==> config.mk <==
export PLATFORM = sky130hd
export DESIGN_NAME = sipo_latch_reg
export DESIGN_NICKNAME = d
export VERILOG_FILES = /design/src/rtl/sipo_pkg.sv /design/src/rtl/sipo_sync.sv /design/src/rtl/sipo_chain.sv /design/src/rtl/sipo_store.sv /design/src/rtl/sipo_outstage.sv /design/src/rtl/sipo_latch_reg.sv
export SDC_FILE = /design/constraint.sdc
export NUM_CORES = 1
export LEC_CHECK = 0
export ABC_AREA = 1
export BUFFER_PORTS_ARGS = -buffer_cell sky130_fd_sc_hd__buf_4
export CAP_MARGIN = 20
export CORE_MARGIN = 1.5
export CORE_UTILIZATION = 40
export DETAILED_ROUTE_END_ITERATION = 16
export PLACE_DENSITY = 0.64
export SLEW_MARGIN = 20
export SYNTH_ARGS = -nofsm -noshare
export SYNTH_HDL_FRONTEND = slang
export SYNTH_SLANG_ARGS = --single-unit
export TNS_END_PERCENT = 20
==> constraint.sdc <==
create_clock -name clk -period 1.6 [get_ports clk]
set_input_delay 0.08 -clock clk [delete_from_list [all_inputs] [get_ports clk]]
set_output_delay 0.08 -clock clk [all_outputs]
set_load 0.01 [all_outputs]
==> src/rtl/sipo_pkg.sv <==
package sipo_pkg;
  localparam int unsigned SYNC_STAGES = 2;

  typedef struct packed {
    logic shift_en;
    logic latch_en;
    logic clr;
    logic dis;
  } sipo_ctl_t;
endpackage

==> src/rtl/sipo_sync.sv <==
module sipo_sync #(
  parameter int unsigned STAGES      = 2,
  parameter bit          RST_VAL     = 1'b0,
  parameter bit          DETECT_RISE = 1'b0
) (
  input  logic clk,
  input  logic rst,
  input  logic d,
  output logic q
);
  localparam int unsigned LEN = STAGES + (DETECT_RISE ? 1 : 0);

  logic [LEN-1:0] pipe;

  always_ff @(posedge clk) begin
    if (rst) pipe <= {LEN{RST_VAL}};
    else     pipe <= {pipe[LEN-2:0], d};
  end

  generate
    if (DETECT_RISE) begin : g_rise
      assign q = pipe[STAGES-1] & ~pipe[STAGES];

      // a detected edge lasts exactly one cycle
      a_r2_single_pulse: assert property (@(posedge clk) disable iff (rst)
        q |=> !q);
    end else begin : g_level
      assign q = pipe[STAGES-1];
    end
  endgenerate
endmodule

==> src/rtl/sipo_chain.sv <==
module sipo_chain #(
  parameter int unsigned WIDTH = 8
) (
  input  logic             clk,
  input  logic             rst,
  input  logic             clr,
  input  logic             shift_en,
  input  logic             ser_in,
  output logic [WIDTH-1:0] chain_q
);
  always_ff @(posedge clk) begin
    if (rst || clr)    chain_q <= '0;
    else if (shift_en) chain_q <= {chain_q[WIDTH-2:0], ser_in};
  end

  a_r3_shift_moves: assert property (@(posedge clk) disable iff (rst)
    (shift_en && !clr) |=> (chain_q == {$past(chain_q[WIDTH-2:0]), $past(ser_in)}));

  a_r4_hold_idle: assert property (@(posedge clk) disable iff (rst)
    (!shift_en && !clr) |=> $stable(chain_q));

  a_r5_clear_wins: assert property (@(posedge clk) disable iff (rst)
    clr |=> (chain_q == '0));
endmodule

==> src/rtl/sipo_store.sv <==
module sipo_store #(
  parameter int unsigned WIDTH = 8
) (
  input  logic             clk,
  input  logic             rst,
  input  logic             latch_en,
  input  logic [WIDTH-1:0] chain_q,
  output logic [WIDTH-1:0] store_q
);
  always_ff @(posedge clk) begin
    if (rst)           store_q <= '0;
    else if (latch_en) store_q <= chain_q;
  end

  // the loaded value is the chain as it stood before this edge
  a_r6_latch_copies: assert property (@(posedge clk) disable iff (rst)
    latch_en |=> (store_q == $past(chain_q)));

  a_r6_store_holds: assert property (@(posedge clk) disable iff (rst)
    !latch_en |=> $stable(store_q));
endmodule

==> src/rtl/sipo_outstage.sv <==
module sipo_outstage #(
  parameter int unsigned WIDTH = 8
) (
  input  logic             clk,
  input  logic             rst,
  input  logic             dis,
  input  logic [WIDTH-1:0] store_q,
  output logic [WIDTH-1:0] par_out,
  output logic [WIDTH-1:0] par_oe
);
  always_ff @(posedge clk) begin
    if (rst) begin
      par_out <= '0;
      par_oe  <= '0;
    end else begin
      par_out <= dis ? '0 : store_q;
      par_oe  <= {WIDTH{~dis}};
    end
  end

  a_r8_disabled_off: assert property (@(posedge clk) disable iff (rst)
    dis |=> (par_oe == '0 && par_out == '0));

  a_r8_enabled_drive: assert property (@(posedge clk) disable iff (rst)
    !dis |=> (par_oe == '1 && par_out == $past(store_q)));
endmodule

==> src/rtl/sipo_latch_reg.sv <==
module sipo_latch_reg #(
  parameter int unsigned WIDTH = 8
) (
  input  logic             clk,
  input  logic             rst,
  input  logic             ser_in,
  input  logic             shift_strobe,
  input  logic             latch_strobe,
  input  logic             clear_n,
  input  logic             out_disable,
  output logic [WIDTH-1:0] par_out,
  output logic [WIDTH-1:0] par_oe,
  output logic             cascade_out
);
  import sipo_pkg::*;

  sipo_ctl_t        ctl;
  logic             clear_n_s;
  logic [WIDTH-1:0] chain_q;
  logic [WIDTH-1:0] store_q;

  sipo_sync #(.STAGES(SYNC_STAGES), .RST_VAL(1'b0), .DETECT_RISE(1'b1)) u_shift_sync (
    .clk(clk), .rst(rst), .d(shift_strobe), .q(ctl.shift_en));

  sipo_sync #(.STAGES(SYNC_STAGES), .RST_VAL(1'b0), .DETECT_RISE(1'b1)) u_latch_sync (
    .clk(clk), .rst(rst), .d(latch_strobe), .q(ctl.latch_en));

  sipo_sync #(.STAGES(SYNC_STAGES), .RST_VAL(1'b1), .DETECT_RISE(1'b0)) u_clear_sync (
    .clk(clk), .rst(rst), .d(clear_n), .q(clear_n_s));

  sipo_sync #(.STAGES(SYNC_STAGES), .RST_VAL(1'b1), .DETECT_RISE(1'b0)) u_dis_sync (
    .clk(clk), .rst(rst), .d(out_disable), .q(ctl.dis));

  assign ctl.clr = ~clear_n_s;

  sipo_chain #(.WIDTH(WIDTH)) u_chain (
    .clk(clk), .rst(rst), .clr(ctl.clr), .shift_en(ctl.shift_en),
    .ser_in(ser_in), .chain_q(chain_q));

  sipo_store #(.WIDTH(WIDTH)) u_store (
    .clk(clk), .rst(rst), .latch_en(ctl.latch_en),
    .chain_q(chain_q), .store_q(store_q));

  sipo_outstage #(.WIDTH(WIDTH)) u_out (
    .clk(clk), .rst(rst), .dis(ctl.dis), .store_q(store_q),
    .par_out(par_out), .par_oe(par_oe));

  assign cascade_out = chain_q[WIDTH-1];

  // cascade tracks the last stage, whatever the disable does
  a_r9_cascade_follows: assert property (@(posedge clk) disable iff (rst)
    ctl.shift_en && !ctl.clr |=> cascade_out == $past(chain_q[WIDTH-2]));

  // clearing never disturbs the storage register
  a_r5_store_untouched: assert property (@(posedge clk) disable iff (rst)
    (ctl.clr && !ctl.latch_en) |=> $stable(store_q));

  // the cycle right after reset shows all outputs low
  a_r1_reset_quiet: assert property (@(posedge clk)
    $past(rst) |-> (par_out == '0 && par_oe == '0));
endmodule

==> results of run 1 <==
-- cells by family (layout without fill, tap and decap cells) --
kind of cell           count (synthesis)  in the layout  share of synthesized area
buffers and inverters                 39             65                      0.152
flip-flops                            35             35                      0.543
AND/OR/NAND/NOR                       86             86                      0.305
-- cells in the mapped netlist --
| cell | instances |
|---|---|
| or2_2 | 4 |
| inv_2 | 2 |
| nand3_1 | 16 |
| nor2_2 | 9 |
| nand2_1 | 16 |
| buf_4 | 7 |
| nor2_1 | 38 |
| buf_6 | 3 |
| inv_1 | 26 |
| nor2_4 | 2 |
| dfxtp_1 | 35 |
| buf_2 | 1 |
| or2_1 | 1 |
-- worst paths after layout --
kind	from	end	depth (start not counted)
max reg2reg	u_shift_sync.pipe[1]$_SDFF_PP0_	u_chain.chain_q[1]$_SDFFE_PP0P_	4
min reg2reg	u_latch_sync.pipe[0]$_SDFF_PP0_	u_latch_sync.pipe[1]$_SDFF_PP0_	2
min	ser_in	u_chain.chain_q[0]$_SDFFE_PP0P_	5
max	rst	u_latch_sync.pipe[0]$_SDFF_PP0_	4
-- metrics by stage --
stage	cell area [µm²]	power, mW	cells	hold WS [ns]
final	1550	1.51	230	0.0577
after global routing	1550	1.60	230	0.0501
after CTS	1550	1.53	230	0.0513
after detailed placement	1430	1.05	216	0.268
after global placement	1430	1.05	216	0.264
after floorplan	1290	1.03	160	0.184
-- layer usage --
metal,vias up,global-route usage,routed length (µm)
met1,408,0.113,783
met2,28,0.191,851
met3,5,0.0649,120
met5,-,0,0
met4,0,0.0571,37
li1,510,-,-
-- worst max-delay path: cells and delay by family --
| kind | cells | cell delay (ns) |
|---|---|---|
| AND/OR/NAND/NOR | 1 | 0.11 |
| buffers and inverters | 3 | 1.25 |
-- power by group --
part           switching, mW  total [mW]  internal (mW)
registers             0.0176       0.919          0.902
clock network          0.263       0.467          0.203
logic                 0.0640       0.126         0.0624
-- timing repair --
action	CTS	global route
endpoints found under the hold margin	6	0
setup endpoints to repair	0	0
hold buffers	7	0
-- layout make-up --
cell class / count / area [µm²]
Clock inverter: 1 / 5.00
Clock buffer: 6 / 51.3
Multi-Input combinational cell: 86 / 393
Sequential cell: 35 / 701
Timing Repair Buffer: 30 / 243
Fill cell: 312 / 1500
Inverter: 28 / 105
Tap cell: 44 / 55.1
-- registers in the layout (all words and copies together), names as in the netlist --
name               flops
u_chain.chain_q        8
u_store.store_q        8
u_dis_sync.pipe        2
u_clear_sync.pipe      2
u_latch_sync.pipe      3
u_out.par_out          8
u_out.par_oe           1
u_shift_sync.pipe      3
==> summary.md, run 1 <==
| Metric | Value |
|---|---|
| Status | finished, final reports clean |
| Syn Nets | 167 |
| Via-per-instance ratio | 4.13 |
| Commonest cells after routing, fill and taps aside | nor2_1, dfxtp_1, inv_1 |
| Clock Skews | approximately 0.0057 ns |
| P per Cell Area | 974 nW/µm² |
| Commonest non-fill, non-tap cell in the layout | nor2_1 |
| Worst IR Drop VDD | 0.723 mV |
| Share of cells above drive strength 1 | 0.253 |
| Clock Latency Late Sink | approximately 0.33 ns |
| Vias in the first global route | 750 |
| Synthesis-stage register bit count | 35 |
| Synth top area share | 0.543 |
| Via count | approximately 950 |
| Setup ws final | approximately 0.43 ns |
| Arr. time, crit path | 1.45 ns |
| Rel. slew slack | 0.705 |
| Max-cap check violation count | 0 |
| Mapped Area | 1290 µm² |
| Area growth syn-to-layout | 20.4% |
| Sequential cell area fraction in the yosys report | 0.543 |
| Syn_area_per_cell | about 8.1 µm² |
| Max stage delay cell, worst path | dlygate4sd3_1 |
| Worst setup SP type | input port |
| Post-CTS sizing | 0 |
| Row Count | 20 |
| F_max | 854 MHz |
| Io pins | 24 |
| DRT iter0 DRCs | 13 |
| Core Util, Final | 0.509 |
| Worst Tran Pin Value | 0.443 ns |
| DR pass1 iterations | 4 |
| Final Wtd Congestion | 0.782 |
| Pin count of the biggest net entering global routing | 14 |
| Most frequent CP cell | dlygate4sd3_1 |
| Num CTS Buffers | 5 |
| Final setup fails | 0 |
| Synth unique cells | 13 |
| CTS tree | yes |
| Antenna violations before repair | 0 |
| Yosys warning count | 0 |
| Sink Count | 35 |
| H-Tree Depth | 2 |
| Mean routed wirelength per cell | 7.79 µm |
| Pre-CTS setup slack | ~0.64 ns |
| Hold Crit Class | in2reg |
| Max Slew Vio Count | 0 |
| Initial Util | 0.423 |
| Post-route clock period utilization | 0.732 |
| Cell taking the most area after synthesis | dfxtp_1 |
| Ant diodes | 0 |
| Die area | 3570 µm² |
| Slowest stage delay, CP | 0.54 ns |
| Leak | 0.689 nW |
| Critical path class | in2reg |
| First-pass GRT wire length | 2930 µm |
| Worst path cell trace | dlygate4sd3_1 -> buf_4 -> nor2_1 -> dlygate4sd3_1 |
| Fin. Hold Viols | 0 |
| CP Max Fanout | 13 |
| Worst path required time | 1.88 ns |
| Clk root buf | clkbuf_4 |
| Die extent in x | roughly 60 µm |
| Post-DP HPWL | ~1300 µm |
| Post-Route Setup TNS | 0 ns |
| Setup crit end kind | flop |
| Bufs on Longest Clock Path | 2 |
| Total core area | 3050 µm² |
| GR Util All Layers | 0.114 |
| Unrepaired setup endpoints after global routing | false |
| Drt total wl | around 1800 µm |
| Die Y | between 50 and 60 µm |
| Min Tclk post-route | 1.17 ns |
| Gr ovfl total | 0 |
| Largest cells by area after synthesis | dfxtp_1, nor2_1, inv_1, nand3_1, nand2_1 |
| DRT antenna net count | 0 |
| I/O Buffers | 23 |
| DRC viols | 0 |
| Net count, final | ~190 |
| Worst R2R Setup Slack | 0.63 ns |
| Post-CTS setup buffer count | 0 |
| Clock slew at reported path FFs | 0.09 ns |
| Post-synthesis cell count | 160 |
Power figures use the tool's default switching activity.
==> run 2: changes to the inputs <==
clock period = 1.1 ns   (was 1.6 ns; I/O delays follow)
==> run 2 against run 1 <==
Net effect: combinational power is 48% higher; first-iteration DRC count is 120% higher; clock-buffer cell count is 1 higher; clock power is 35% higher; total power is 42% higher; worst hold slack worse by 0.021 ns; register-to-register slack worse by 0.42 ns; critical path depth stayed put; design area is 1.1% lower; sequential power is 46% higher.
==> summary.md, run 2 (synthesized netlist as in run 1, its figures left out) <==
| Metric | Value |
|---|---|
| Final setup fails | 0 (unchanged) |
| Placed Cells | 217 (was 216) |
| Non-filler cells in the finished layout | 230 (unchanged) |
| GR Util All Layers | 0.117 (was 0.114) |
| Post-CTS setup buffer count | 0 (unchanged) |
| Largest delay contributor family on the critical path | buffers and inverters (unchanged) |
| Ant diodes | 0 (unchanged) |
| Critical R2R Capture | u_chain.chain_q[5]$_SDFFE_PP0P_ (was u_chain.chain_q[1]$_SDFFE_PP0P_) |
| Clock Latency Late Sink | 0.32 ns (was 0.33 ns) |
| Unrepaired setup endpoints after global routing | false (unchanged) |
| Rel. slew slack | 0.713 (was 0.705) |
| Status | finished, final reports clean (unchanged) |
| Worst setup SP type | input port (unchanged) |
| Vias in the first global route | 758 (was 750) |
| Gr ovfl total | 0 (unchanged) |
| Arr. time, crit path | 1.30 ns (was 1.45 ns) |
| Share of cells above drive strength 1 | 0.258 (was 0.253) |
| Io pins | 24 (unchanged) |
| Leak | 0.679 nW (was 0.689 nW) |
| Hold Crit Class | in2reg (unchanged) |
| Critical path depth in cells | 4 (unchanged) |
| DR pass1 iterations | 4 (unchanged) |
| Via-per-instance ratio | 4.05 (was 4.13) |
| Die area | 3570 µm² (unchanged) |
| Setup crit end | u_out.par_out[7]$_SDFF_PP0_ (was u_latch_sync.pipe[0]$_SDFF_PP0_) |
| Drt total wl | 1910 µm (was 1790 µm) |
| Max Slew Vio Count | 0 (unchanged) |
| CTS tree | yes (unchanged) |
| Post-Route Setup TNS | 0 ns (unchanged) |
| Fill cell count | 315 (was 312) |
| Core Util, Final | 0.503 (was 0.509) |
| Area growth syn-to-layout | 19.0% (was 20.4%) |
| Bufs on Longest Clock Path | 2 (unchanged) |
| Buffers and inverters on the worst path | 2 (was 3) |
| Worst R2R Setup Slack | 0.21 ns (was 0.63 ns) |
| Net count, final | 192 (was 193) |
| First-pass GRT wire length | 3080 µm (was 2930 µm) |
| Slowest stage delay, CP | 0.53 ns (was 0.54 ns) |
| Pin count of the biggest net entering global routing | 14 (unchanged) |
| Worst setup path startpoint | rst (unchanged) |
| Setup crit end kind | flop (unchanged) |
| Fin. Hold Viols | 0 (unchanged) |
| Clock slew at reported path FFs | 0.10 ns (was 0.09 ns) |
| Antenna violations before repair | 0 (unchanged) |
| Max-cap check violation count | 0 (unchanged) |
| Total core area | 3050 µm² (unchanged) |
| Initial Util | 0.423 (unchanged) |
| Critical path class | in2reg (unchanged) |
| P per Cell Area | 1400 nW/µm² (was 974 nW/µm²) |
| Worst path cell trace | dlygate4sd3_1 -> buf_4 -> or2_1 -> nor2_2 (was dlygate4sd3_1 -> buf_4 -> nor2_1 -> dlygate4sd3_1) |
| Clk root buf | clkbuf_4 (unchanged) |
| Final Wtd Congestion | 0.786 (was 0.782) |
| Registers with the most flip-flops | u_chain.chain_q (8), u_out.par_out (8), u_store.store_q (8) (unchanged) |
| Reg2Reg Depth | 4 (unchanged) |
| Commonest non-fill, non-tap cell in the layout | nor2_1 (unchanged) |
| Worst path required time | 1.36 ns (was 1.88 ns) |
| Clock Skews | 0.00591 ns (was 0.00566 ns) |
| DRT antenna net count | 0 (unchanged) |
| Max stage delay cell, worst path | dlygate4sd3_1 (unchanged) |
| Sink Count | 35 (unchanged) |
| Commonest cells after routing, fill and taps aside | nor2_1, dfxtp_1, inv_1 (unchanged) |
| Mean routed wirelength per cell | 8.31 µm (was 7.79 µm) |
| Min Tclk post-route | 1.04 ns |
| Num CTS Buffers | 5 (unchanged) |
| Via count | 931 (was 951) |
| Die extent in x | 59.8 µm (unchanged) |
| Post-route clock period utilization | 0.942 |
| F_max | 965 MHz |
| Die Y | 59.8 µm (unchanged) |
| Reg-to-Reg Start | u_clear_sync.pipe[1]$_SDFF_PP1_ (was u_shift_sync.pipe[1]$_SDFF_PP0_) |
| I/O Buffers | 23 (unchanged) |
| Worst Tran Pin Value | 0.431 ns (was 0.443 ns) |
| DRT iter0 DRCs | 28 (was 13) |
| Worst IR Drop VDD | 0.930 mV (was 0.723 mV) |
| DRC viols | 0 (unchanged) |
| Post-DP HPWL | 1370 µm (was 1310 µm) |
| H-Tree Depth | 2 (unchanged) |
| CP Max Fanout | 13 (unchanged) |
| Row Count | 20 (unchanged) |
-- run 2: how the worst min path moves through the flow --
stage	from	endpoint	cells after the start
final	ser_in	u_chain.chain_q[0]$_SDFFE_PP0P_	5
after global routing	ser_in	u_chain.chain_q[0]$_SDFFE_PP0P_	5
after CTS	ser_in	u_chain.chain_q[0]$_SDFFE_PP0P_	5
after detailed placement	out_disable	u_dis_sync.pipe[0]$_SDFF_PP1_	2
after global placement	clear_n	u_clear_sync.pipe[0]$_SDFF_PP1_	2
after floorplan	clear_n	u_clear_sync.pipe[0]$_SDFF_PP1_	1
-- run 2: layout make-up --
type	count	area (µm²)	area share
clock buffers	7	45.0	0.0293
clock inverters	1	5.00	0.00326
inverters	28	105	0.0685
multi-input cells	86	393	0.256
flip-flops and latches	35	702	0.457
well taps	44	55.1	0.0359
repair buffers	29	230	0.150
-- run 2: worst register-to-register path, cell delays in order (launching register included) --
cell and delay, ns:
dfxtp_1 0.32, inv_1 0.04, nor2_2 0.26, nand2_1 0.09, nor2_1 0.12
-- run 2: per-stage QoR --
stage / area, µm² / power (mW) / setup WS [ns] / hold slack, ns
6_report: 1540 / 2.15 / 0.0633 / 0.0366
5_1_grt: 1540 / 2.28 / 0.0359 / 0.0585
4_1_cts: 1530 / 2.19 / 0.0710 / 0.0258
3_5_place_dp: 1430 / 1.54 / 0.147 / 0.245
3_3_place_gp: 1430 / 1.53 / 0.199 / 0.241
2_1_floorplan: 1290 / 1.50 / 0.308 / 0.159
-- run 2: power breakdown --
part           leakage [nW]  total, mW  switching [mW]  internal, mW
Sequential            0.286       1.34          0.0235          1.31
Clock                0.0293      0.632           0.383         0.249
Combinational         0.363      0.187          0.0986        0.0883
-- run 2: routing by layer --
| layer | global-route usage | wire length [µm] |
|---|---|---|
| met5 | 0 | 0 |
| met3 | 0.0455 | 105 |
| met4 | 0.0667 | 31 |
| met2 | 0.188 | 902 |
| met1 | 0.132 | 872 |
-- run 2: what timing repair did --
action                                  CTS  global route
endpoints found under the setup margin    0             1
endpoints found under the hold margin     8             0
gates resized for setup                   0             1
hold buffers                              5             0
